$ cat config.mk
export PLATFORM = sky130hd
export DESIGN_NAME = rename_map_table
export DESIGN_NICKNAME = d
export VERILOG_FILES = /design/src/rtl/rmt_pkg.sv /design/src/rtl/rmt_free_list.sv /design/src/rtl/rmt_map.sv /design/src/rtl/rename_map_table.sv
export SDC_FILE = /design/constraint.sdc
export NUM_CORES = 1
export LEC_CHECK = 0
export CAP_MARGIN = 20
export CORE_MARGIN = 2
export CORE_UTILIZATION = 35
export DETAILED_ROUTE_END_ITERATION = 7
export GPL_ROUTABILITY_DRIVEN = 0
export GPL_TIMING_DRIVEN = 0
export SLEW_MARGIN = 15
export SYNTH_ARGS = -nofsm -noshare
export SYNTH_HDL_FRONTEND = slang
export SYNTH_HIERARCHICAL = 1
export SYNTH_SLANG_ARGS = --single-unit
$ cat constraint.sdc
create_clock -name clk -period 3.56 [get_ports clk]
set_input_delay 0.89 -clock clk [delete_from_list [all_inputs] [get_ports clk]]
set_output_delay 0.89 -clock clk [all_outputs]
set_load 0.005 [all_outputs]
$ cat src/rtl/rmt_pkg.sv
package rmt_pkg;
  localparam int unsigned ARCH_REGS_DEF = 32;
  localparam int unsigned PHYS_REGS_DEF = 20;
endpackage

$ cat src/rtl/rmt_free_list.sv
module rmt_free_list #(
  parameter int unsigned N  = rmt_pkg::PHYS_REGS_DEF,
  parameter int unsigned TW = (N > 1) ? $clog2(N) : 1
) (
  input  logic          clk,
  input  logic          rst,
  input  logic          alloc,
  input  logic          rel_v,
  input  logic [TW-1:0] rel_tag,
  output logic [N-1:0]  free_vec,
  output logic          empty,
  output logic [TW-1:0] grant_tag
);
  logic [N-1:0] free_nxt;

  always_comb begin
    grant_tag = '0;
    for (int i = N - 1; i >= 0; i--) begin
      if (free_vec[i]) grant_tag = TW'(i);
    end
  end

  assign empty = (free_vec == '0);

  always_comb begin
    free_nxt = free_vec;
    if (alloc) free_nxt[grant_tag] = 1'b0;
    if (rel_v) free_nxt[rel_tag] = 1'b1;
  end

  always_ff @(posedge clk) begin
    if (rst) free_vec <= '1;
    else     free_vec <= free_nxt;
  end

  // an allocation is only ever requested while a register is free
  a_r3_alloc_not_empty: assert property (@(posedge clk) disable iff (rst)
    alloc |-> !empty);

  // a returned register is in range and currently busy
  a_r8_release_busy: assert property (@(posedge clk) disable iff (rst)
    rel_v |-> (rel_tag < TW'(N)) && !free_vec[rel_tag]);

  // an allocated register is busy on the following cycle
  a_r3_grant_taken: assert property (@(posedge clk) disable iff (rst)
    (alloc && !(rel_v && rel_tag == grant_tag)) |=> !free_vec[$past(grant_tag)]);
endmodule

$ cat src/rtl/rmt_map.sv
module rmt_map #(
  parameter int unsigned AR = rmt_pkg::ARCH_REGS_DEF,
  parameter int unsigned PR = rmt_pkg::PHYS_REGS_DEF,
  parameter int unsigned AW = $clog2(AR),
  parameter int unsigned TW = (PR > 1) ? $clog2(PR) : 1
) (
  input  logic          clk,
  input  logic          rst,
  input  logic          we,
  input  logic [AW-1:0] widx,
  input  logic [TW-1:0] wtag,
  input  logic [AW-1:0] ridx_a,
  output logic [TW-1:0] rtag_a,
  output logic          rren_a,
  input  logic [AW-1:0] ridx_b,
  output logic [TW-1:0] rtag_b,
  output logic          rren_b
);
  logic [TW-1:0] tag_mem [AR];
  logic [AR-1:0] bound;

  always_ff @(posedge clk) begin
    if (we) tag_mem[widx] <= wtag;
  end

  always_ff @(posedge clk) begin
    if (rst)     bound <= '0;
    else if (we) bound[widx] <= 1'b1;
  end

  assign rren_a = bound[ridx_a];
  assign rren_b = bound[ridx_b];
  assign rtag_a = rren_a ? tag_mem[ridx_a] : '0;
  assign rtag_b = rren_b ? tag_mem[ridx_b] : '0;

  // register 0 is never bound to a rename register
  a_r6_no_write_zero: assert property (@(posedge clk) disable iff (rst)
    we |-> widx != '0);

  // register 0 never reads back as renamed
  a_r2_zero_unmapped: assert property (@(posedge clk) disable iff (rst)
    (ridx_a == '0) |-> !rren_a);
endmodule

$ cat src/rtl/rename_map_table.sv
module rename_map_table #(
  parameter int unsigned ARCH_REGS = rmt_pkg::ARCH_REGS_DEF,
  parameter int unsigned PHYS_REGS = rmt_pkg::PHYS_REGS_DEF,
  localparam int unsigned AW = $clog2(ARCH_REGS),
  localparam int unsigned TW = (PHYS_REGS > 1) ? $clog2(PHYS_REGS) : 1
) (
  input  logic          clk,
  input  logic          rst,
  input  logic          ren_valid,
  input  logic [AW-1:0] ren_src1,
  input  logic [AW-1:0] ren_src2,
  input  logic [AW-1:0] ren_dst,
  input  logic          ren_dst_wr,
  output logic          ren_stall,
  input  logic          rel_valid,
  input  logic [TW-1:0] rel_tag,
  output logic          out_valid,
  output logic [TW-1:0] out_src1_tag,
  output logic          out_src1_renamed,
  output logic [TW-1:0] out_src2_tag,
  output logic          out_src2_renamed,
  output logic [TW-1:0] out_dst_tag,
  output logic          out_dst_alloc
);
  logic                 accept, need_alloc, pool_empty;
  logic [TW-1:0]        grant;
  logic [PHYS_REGS-1:0] free_vec;
  logic [TW-1:0]        s1_tag, s2_tag;
  logic                 s1_ren, s2_ren;

  assign ren_stall  = pool_empty;
  assign accept     = ren_valid && !pool_empty;
  assign need_alloc = accept && ren_dst_wr && (ren_dst != '0);

  rmt_free_list #(.N(PHYS_REGS), .TW(TW)) u_free (
    .clk(clk), .rst(rst), .alloc(need_alloc),
    .rel_v(rel_valid), .rel_tag(rel_tag),
    .free_vec(free_vec), .empty(pool_empty), .grant_tag(grant)
  );

  rmt_map #(.AR(ARCH_REGS), .PR(PHYS_REGS), .AW(AW), .TW(TW)) u_map (
    .clk(clk), .rst(rst),
    .we(need_alloc), .widx(ren_dst), .wtag(grant),
    .ridx_a(ren_src1), .rtag_a(s1_tag), .rren_a(s1_ren),
    .ridx_b(ren_src2), .rtag_b(s2_tag), .rren_b(s2_ren)
  );

  always_ff @(posedge clk) begin
    if (rst) begin
      out_valid        <= 1'b0;
      out_src1_tag     <= '0;
      out_src1_renamed <= 1'b0;
      out_src2_tag     <= '0;
      out_src2_renamed <= 1'b0;
      out_dst_tag      <= '0;
      out_dst_alloc    <= 1'b0;
    end else begin
      out_valid <= accept;
      if (accept) begin
        out_src1_tag     <= s1_tag;
        out_src1_renamed <= s1_ren;
        out_src2_tag     <= s2_tag;
        out_src2_renamed <= s2_ren;
        out_dst_tag      <= need_alloc ? grant : '0;
        out_dst_alloc    <= need_alloc;
      end
    end
  end

  // a stalled instruction produces no result
  a_r7_stall_drops: assert property (@(posedge clk) disable iff (rst)
    (ren_valid && ren_stall) |=> !out_valid);

  // a freshly reported destination register is not in the free pool
  a_r3_dst_busy: assert property (@(posedge clk) disable iff (rst)
    (out_valid && out_dst_alloc) |-> !free_vec[out_dst_tag]);

  // an unmapped operand reports tag 0
  a_r2_unmapped_tag_zero: assert property (@(posedge clk) disable iff (rst)
    (out_valid && !out_src1_renamed) |-> out_src1_tag == '0);
endmodule

[Word-level counts from Yosys, hierarchy flattened]
Memory sizes are Yosys's and may differ from the RTL's.
Cells that the tools add are included.
Cells by class
  add/sub/neg operators: 0
  multiply operators: 0
  divide/modulo/power cells: 0
  $lt $le $gt $ge: 8
  equality and inequality tests: 0
  shifts and indexed selects: 0
  muxes and demuxes: 37
  bitwise gates (word level): 4
  reduce and logical (&&, ||, !) cells: 9
Operators by type and width (count)
  5-bit 2-to-1 mux: 23
  20-bit 2-to-1 mux: 2
  32-bit OR: 1
  5-bit by 6-bit less-than comparator with 1-bit output (second input constant): 5
  20-bit bitwise AND: 1
  20-bit logical NOT: 1
  20-bit NOT: 1
  20-bit OR: 1
  1-bit demux with 5-bit select: 3
  5-bit by 1-bit >= comparator with 1-bit output (second input constant): 3
  1-bit binary-select mux with 5-bit select: 2
  1-bit 2-to-1 mux: 7
  1-bit logical AND: 6
  5-bit nonzero test: 1
  1-bit logical NOT: 1
Storage, ports and cells
  register bits: 71
  bits in latches: 0
  bits in writable memories: 160
  memory bits (read-only): 0
  output and inout bits: 20
  memories: 1
Memories
  u_map.tag_mem: words 32, width 5, rd ports 2, clocked after Yosys merged registers in 0, wr ports 1, RTL line rmt_map.sv:19  | logic [TW-1:0] tag_mem [AR];

[Logic depth before layout (Yosys ltp)]
  depth in word-level cells: 29
  depth in mapped cells: 12
  depth with buffers taken out: 11

[Modules after synthesis]
Netlist, hierarchy kept.
By module, submodules not included
  rmt_map: instances 1, cells an instance 613, area each 9339.0 sq um, sequential area each 5445.2 sq um
  rmt_free_list: instances 1, cells an instance 137, area each 1136.1 sq um, sequential area each 400.4 sq um
  rename_map_table: instances 1, cells an instance 85, area each 733.2 sq um, sequential area each 380.4 sq um

[Least setup slack after synthesis]
Ideal clock, no wire load.
  path type: input to register
  start: input port ren_valid
  end: memory u_map/tag_mem[0][0] (netlist bit) (enable)
  library setup time: 0.347 ns
  arrival time: 2.381 ns
  required time: 3.213 ns
  slack: 0.832 ns
  cell stages on the path: 7
  cell sequence: nor2b_1 > buf_2 > o211ai_2 > inv_1 > or3b_2 > clkbuf_1 > nor2_1
Between the ends
  word-level cells in the longest chain between the ends: 5
Ends and longest elaborated chain
  start: declaration: RTL line rename_map_table.sv:9  | input logic ren_valid,
  1-bit logical AND: RTL line rename_map_table.sv:32  | assign accept = ren_valid && !pool_empty;
  1-bit logical AND (2 in a row): RTL line rename_map_table.sv:33  | assign need_alloc = accept && ren_dst_wr && (ren_dst != '0);
  named net need_alloc: RTL line rename_map_table.sv:25  | logic accept, need_alloc, pool_empty;
  1-bit 2-to-1 mux: RTL line rmt_map.sv:23  | if (we) tag_mem[widx] <= wtag;
  1-bit 2-to-1 mux (not written as such): RTL line rmt_map.sv:23
  end: declaration: RTL line rmt_map.sv:19
The timed path passes the listed nets, and every way through them passes these cells.

[Worst setup path after layout]
  start: input port ren_dst[3]
  end: memory u_map/tag_mem[10][3] (netlist bit) (enable)
Between the ends
  word-level cells in the longest chain between the ends: 4
Ends and longest elaborated chain
  start: declaration: RTL line rename_map_table.sv:12  | input logic [AW-1:0] ren_dst,
  5-bit nonzero test: RTL line rename_map_table.sv:33
  1-bit logical AND: RTL line rename_map_table.sv:33
  named net need_alloc: RTL line rename_map_table.sv:25
  1-bit 2-to-1 mux: RTL line rmt_map.sv:23
  1-bit 2-to-1 mux (not written as such): RTL line rmt_map.sv:23
The timed path passes the listed nets, and every way through them passes these cells.

==> summary.md <==
| Metric | Value |
|---|---|
| Ant diodes | `0` |
| Die width | `183.0 um` |
| # port buffers | `38` |
| Clock transition at path regs | `60 ps` |
| CP endpoint kind | `flop` |
| Register area | `6226 um^2` |
| Synth Register Bits | `231` |
| Clk Latency, worst-skew pair | `550 ps` |
| First-pass GRT wire length | `47.84 mm` |
| Buf/Inv on CP | `2` |
| Ys async rst share | `0%` |
| Critical path type | `primary input to flop` |
| Most used DFF post-synth | `edfxtp_1` |
| P_leak | `0.004358 uW` |
| Max Buffers Root-to-Sink | `3` |
| Required @ worst endpoint | `3740 ps` |
| RR Startpoint | `u_free/free_vec[2]` |
| Hold Crit Class | `flop to flop` |
| Die area | `33470 um^2` |
| Hold Path End | `out_src1_renamed` |
| Run status | `finished, final reports clean` |
| Clock Sinks | `231` |
| Hold_sp | `out_src1_renamed` |
| Fraction of layout cells with a size suffix above 1 | `18.61%` |
| Register area share after synthesis | `55.55%` |
| Rows | `65` |
| Worst-path maximum fanout | `9` |
| Routed Antenna Nets | `0` |
| Area of the multi-input gates | `4598 um^2` |
| Period utilisation layout | `98.31%` |
| GRT Residual Overflow | `0` |
| Max-cap violation count | `0` |
| Largest stage delay on the critical path | `880 ps` |
| R2r endpoint | `u_map/tag_mem[10][3]` |
| Pwr Density | `463.7 nW/um^2` |
| VDD IR max | `0.3284 mV` |
| Hold Path Cell Cnt | `2` |
| Cells along the critical path | `clkdlybuf4s50_1 > or4_4 > o211ai_2 > inv_1 > nand3b_1 > nor2_1` |
| CTS Hold Bufs | `0` |
| Maximum clock frequency | `285.7 MHz` |
| Synth Area per Inst | `13.42 um^2` |
| Largest net degree at the start of global routing | `41` |
| Top-level I/O count | `45` |
| Arrival time worst endpoint | `3680 ps` |
| Slowest cell on the critical path | `clkdlybuf4s50_1` |
| Syn-to-layout area delta | `16.67%` |
| Synth Net Count | `860` |
| Hpwl dp | `23.06 mm` |
| Final hold slack | `459.2 ps` |
| Vias per std cell | `5.872` |
| Die Y | `183.0 um` |
| Core area | `31560 um^2` |
| H-tree depth | `1` |
| Post-layout minimum cycle time | `3500 ps` |
| Startpoint types | `primary input` |
| Tightest Pin Transition | `926.1 ps` |
| Netlist cell types | `59` |
| Final Max Slew Viols | `0` |
| Slew margin rel. | `38.26%` |
| Routed WL | `32.05 mm` |
| Synth warn | `6` |
| Final std cells w/o fill | `1326` |
| Vias in the first global route | `7641` |
| Final hold viol count | `0` |
| Clock Tree Root | `clkbuf_16` |
| Layout net count | `929` |
| Final setup vio count | `0` |
| Gate Count Post-Synth | `835` |
| Final Util | `41.44%` |
| Via count | `7786` |
| Final worst clock skew | `40.64 ps` |
| Number of synthesized flops with an enable pin | `160` |
| Syn Std Cell Area | `11210 um^2` |
| Router iterations before antenna repair | `5` |
| WL/cell | `24.17 um` |
| FILL cells | `2918` |
| Initial Utilization | `35.52%` |
| Remaining DRCs | `0` |
| Worst Reg2Reg Path Length in Cells | `9` |
| Top delay family on crit path | `simple AND/OR/NAND/NOR gates` |
| TritonCTS clock tree | `built` |
| DR iter-0 viols | `930` |
| Initial antenna violation count | `0` |
| R2r setup slk | `370 ps` |
| Commonest non-fill, non-tap cell in the layout | `edfxtp_1` |
| Placed insts | `1279` |
| Number of buffers created by CTS | `26` |
| Post-CTS Setup Bufs | `0` |
| Gr usage total | `19.07%` |
| RSZ-0062 raised after global routing | `yes` |
| Most frequent cells in the layout | `edfxtp_1 (160), nor2_1 (110), mux2i_1 (86), dfxtp_1 (71), mux4_2 (56)` |
[through the flow]
| stage | power, uW | instance area, um^2 | setup TNS (ps) | worst slack [ps] |
|---|---|---|---|---|
| global route | 6255 | 13080 | -50.49 | -10.79 |
| finish | 6063 | 13080 | 0 | 60.17 |
| detailed placement | 3346 | 12190 | -67010 | -588.3 |
| CTS | 6106 | 13080 | -253.7 | -40.76 |
| floorplan | 3190 | 11210 | 0 | 832.2 |
| global placement | 3340 | 12090 | -154330 | -1479 |
[where the power goes]
group	switching [uW]	internal [uW]
registers	8.87	2860
logic	259	165
clock network	1100	1670
total	1360	4700
[area by class of cell]
| class | instances | area share (%) |
|---|---|---|
| flip-flops and latches | 231 | 47.61 |
| repair buffers | 42 | 3.445 |
| multi-input cells | 539 | 35.16 |
| well taps | 402 | 3.847 |
| clock inverters | 16 | 1.483 |
| plain buffers | 52 | 2.794 |
| clock buffers | 32 | 5.301 |
| inverters | 12 | 0.3540 |
[worst reg2reg max path, stage by stage (launching register included)]
cell and delay, ps:
dfxtp_1 470, nor4_4 110, nand2_1 180, nor3b_1 100, nor2b_1 110, buf_2 220
o211ai_2 140, inv_1 260, nand3b_1 500, nor2_1 760
[sequential cells by signal, summed over array words and instances (netlist names)]
register          flops
u_map/bound          32
out_valid             1
out_src2_renamed      1
u_free/free_vec      20
out_src1_tag          5
out_src1_renamed      1
out_dst_alloc         1
out_src2_tag          5
u_map/tag_mem       160
out_dst_tag           5
[routing by layer]
| metal | part of all wire [%] | GRT usage [%] | up-vias |
|---|---|---|---|
| met5 | 0 | 0 | - |
| met4 | 2.3 | 4.224 | 0 |
| met3 | 7.6 | 2.979 | 44 |
| met2 | 46 | 30.79 | 333 |
| met1 | 44 | 27.22 | 3981 |
| li1 | - | - | 3428 |
[cells by family after synthesis]
| group | synth area share [%] |
|---|---|
| compound gates | 10.05 |
| buf+inv | 3.706 |
| flops | 55.55 |
| mux | 19.80 |
| simple gates | 10.90 |
[worst max-delay path by stage]
stage,from,end,slack (ps),cells after the start
after floorplan,ren_valid,u_map/tag_mem[0][0],830,7
after global placement,u_free/free_vec[10],u_map/tag_mem[8][2],-1480,3
after detailed placement,ren_dst[2],u_map/tag_mem[8][2],-590,7
after CTS,ren_dst[3],u_map/tag_mem[24][3],-40,7
after global routing,ren_dst[4],u_map/tag_mem[31][4],-10,6
final,ren_dst[3],u_map/tag_mem[10][3],60,6
[cell usage after synthesis, types with 3 or more instances]
library cell / n / share of area, %
nor3_1: 5 / 0.22
nor2b_1: 7 / 0.39
mux4_2: 56 / 11
nor2_1: 111 / 3.7
nand2b_1: 3 / 0.17
o21ai_0: 21 / 0.94
mux2i_1: 86 / 7.7
or3b_2: 8 / 0.63
nand2_1: 42 / 1.4
a21o_1: 12 / 0.80
a221oi_1: 40 / 3.1
and2_1: 3 / 0.17
a22oi_1: 10 / 0.67
o31ai_1: 5 / 0.33
edfxtp_1: 160 / 43
a21oi_1: 33 / 1.5
nor3b_1: 5 / 0.33
nand3_1: 8 / 0.36
clkbuf_1: 19 / 0.64
buf_2: 11 / 0.49
nand4b_1: 5 / 0.39
a221o_1: 8 / 0.71
buf_6: 17 / 1.7
or2_2: 10 / 0.56
inv_1: 11 / 0.37
nand3b_1: 11 / 0.74
a311oi_1: 10 / 0.78
dfxtp_1: 71 / 13
or3b_1: 5 / 0.39
[timing repair]
item | in CTS | in global routing
cloned | 0 | 0
setup endpoints to repair | 15 | 53
gates resized for setup | 0 | 0
Note: power is estimated with default switching activity, not from simulation.
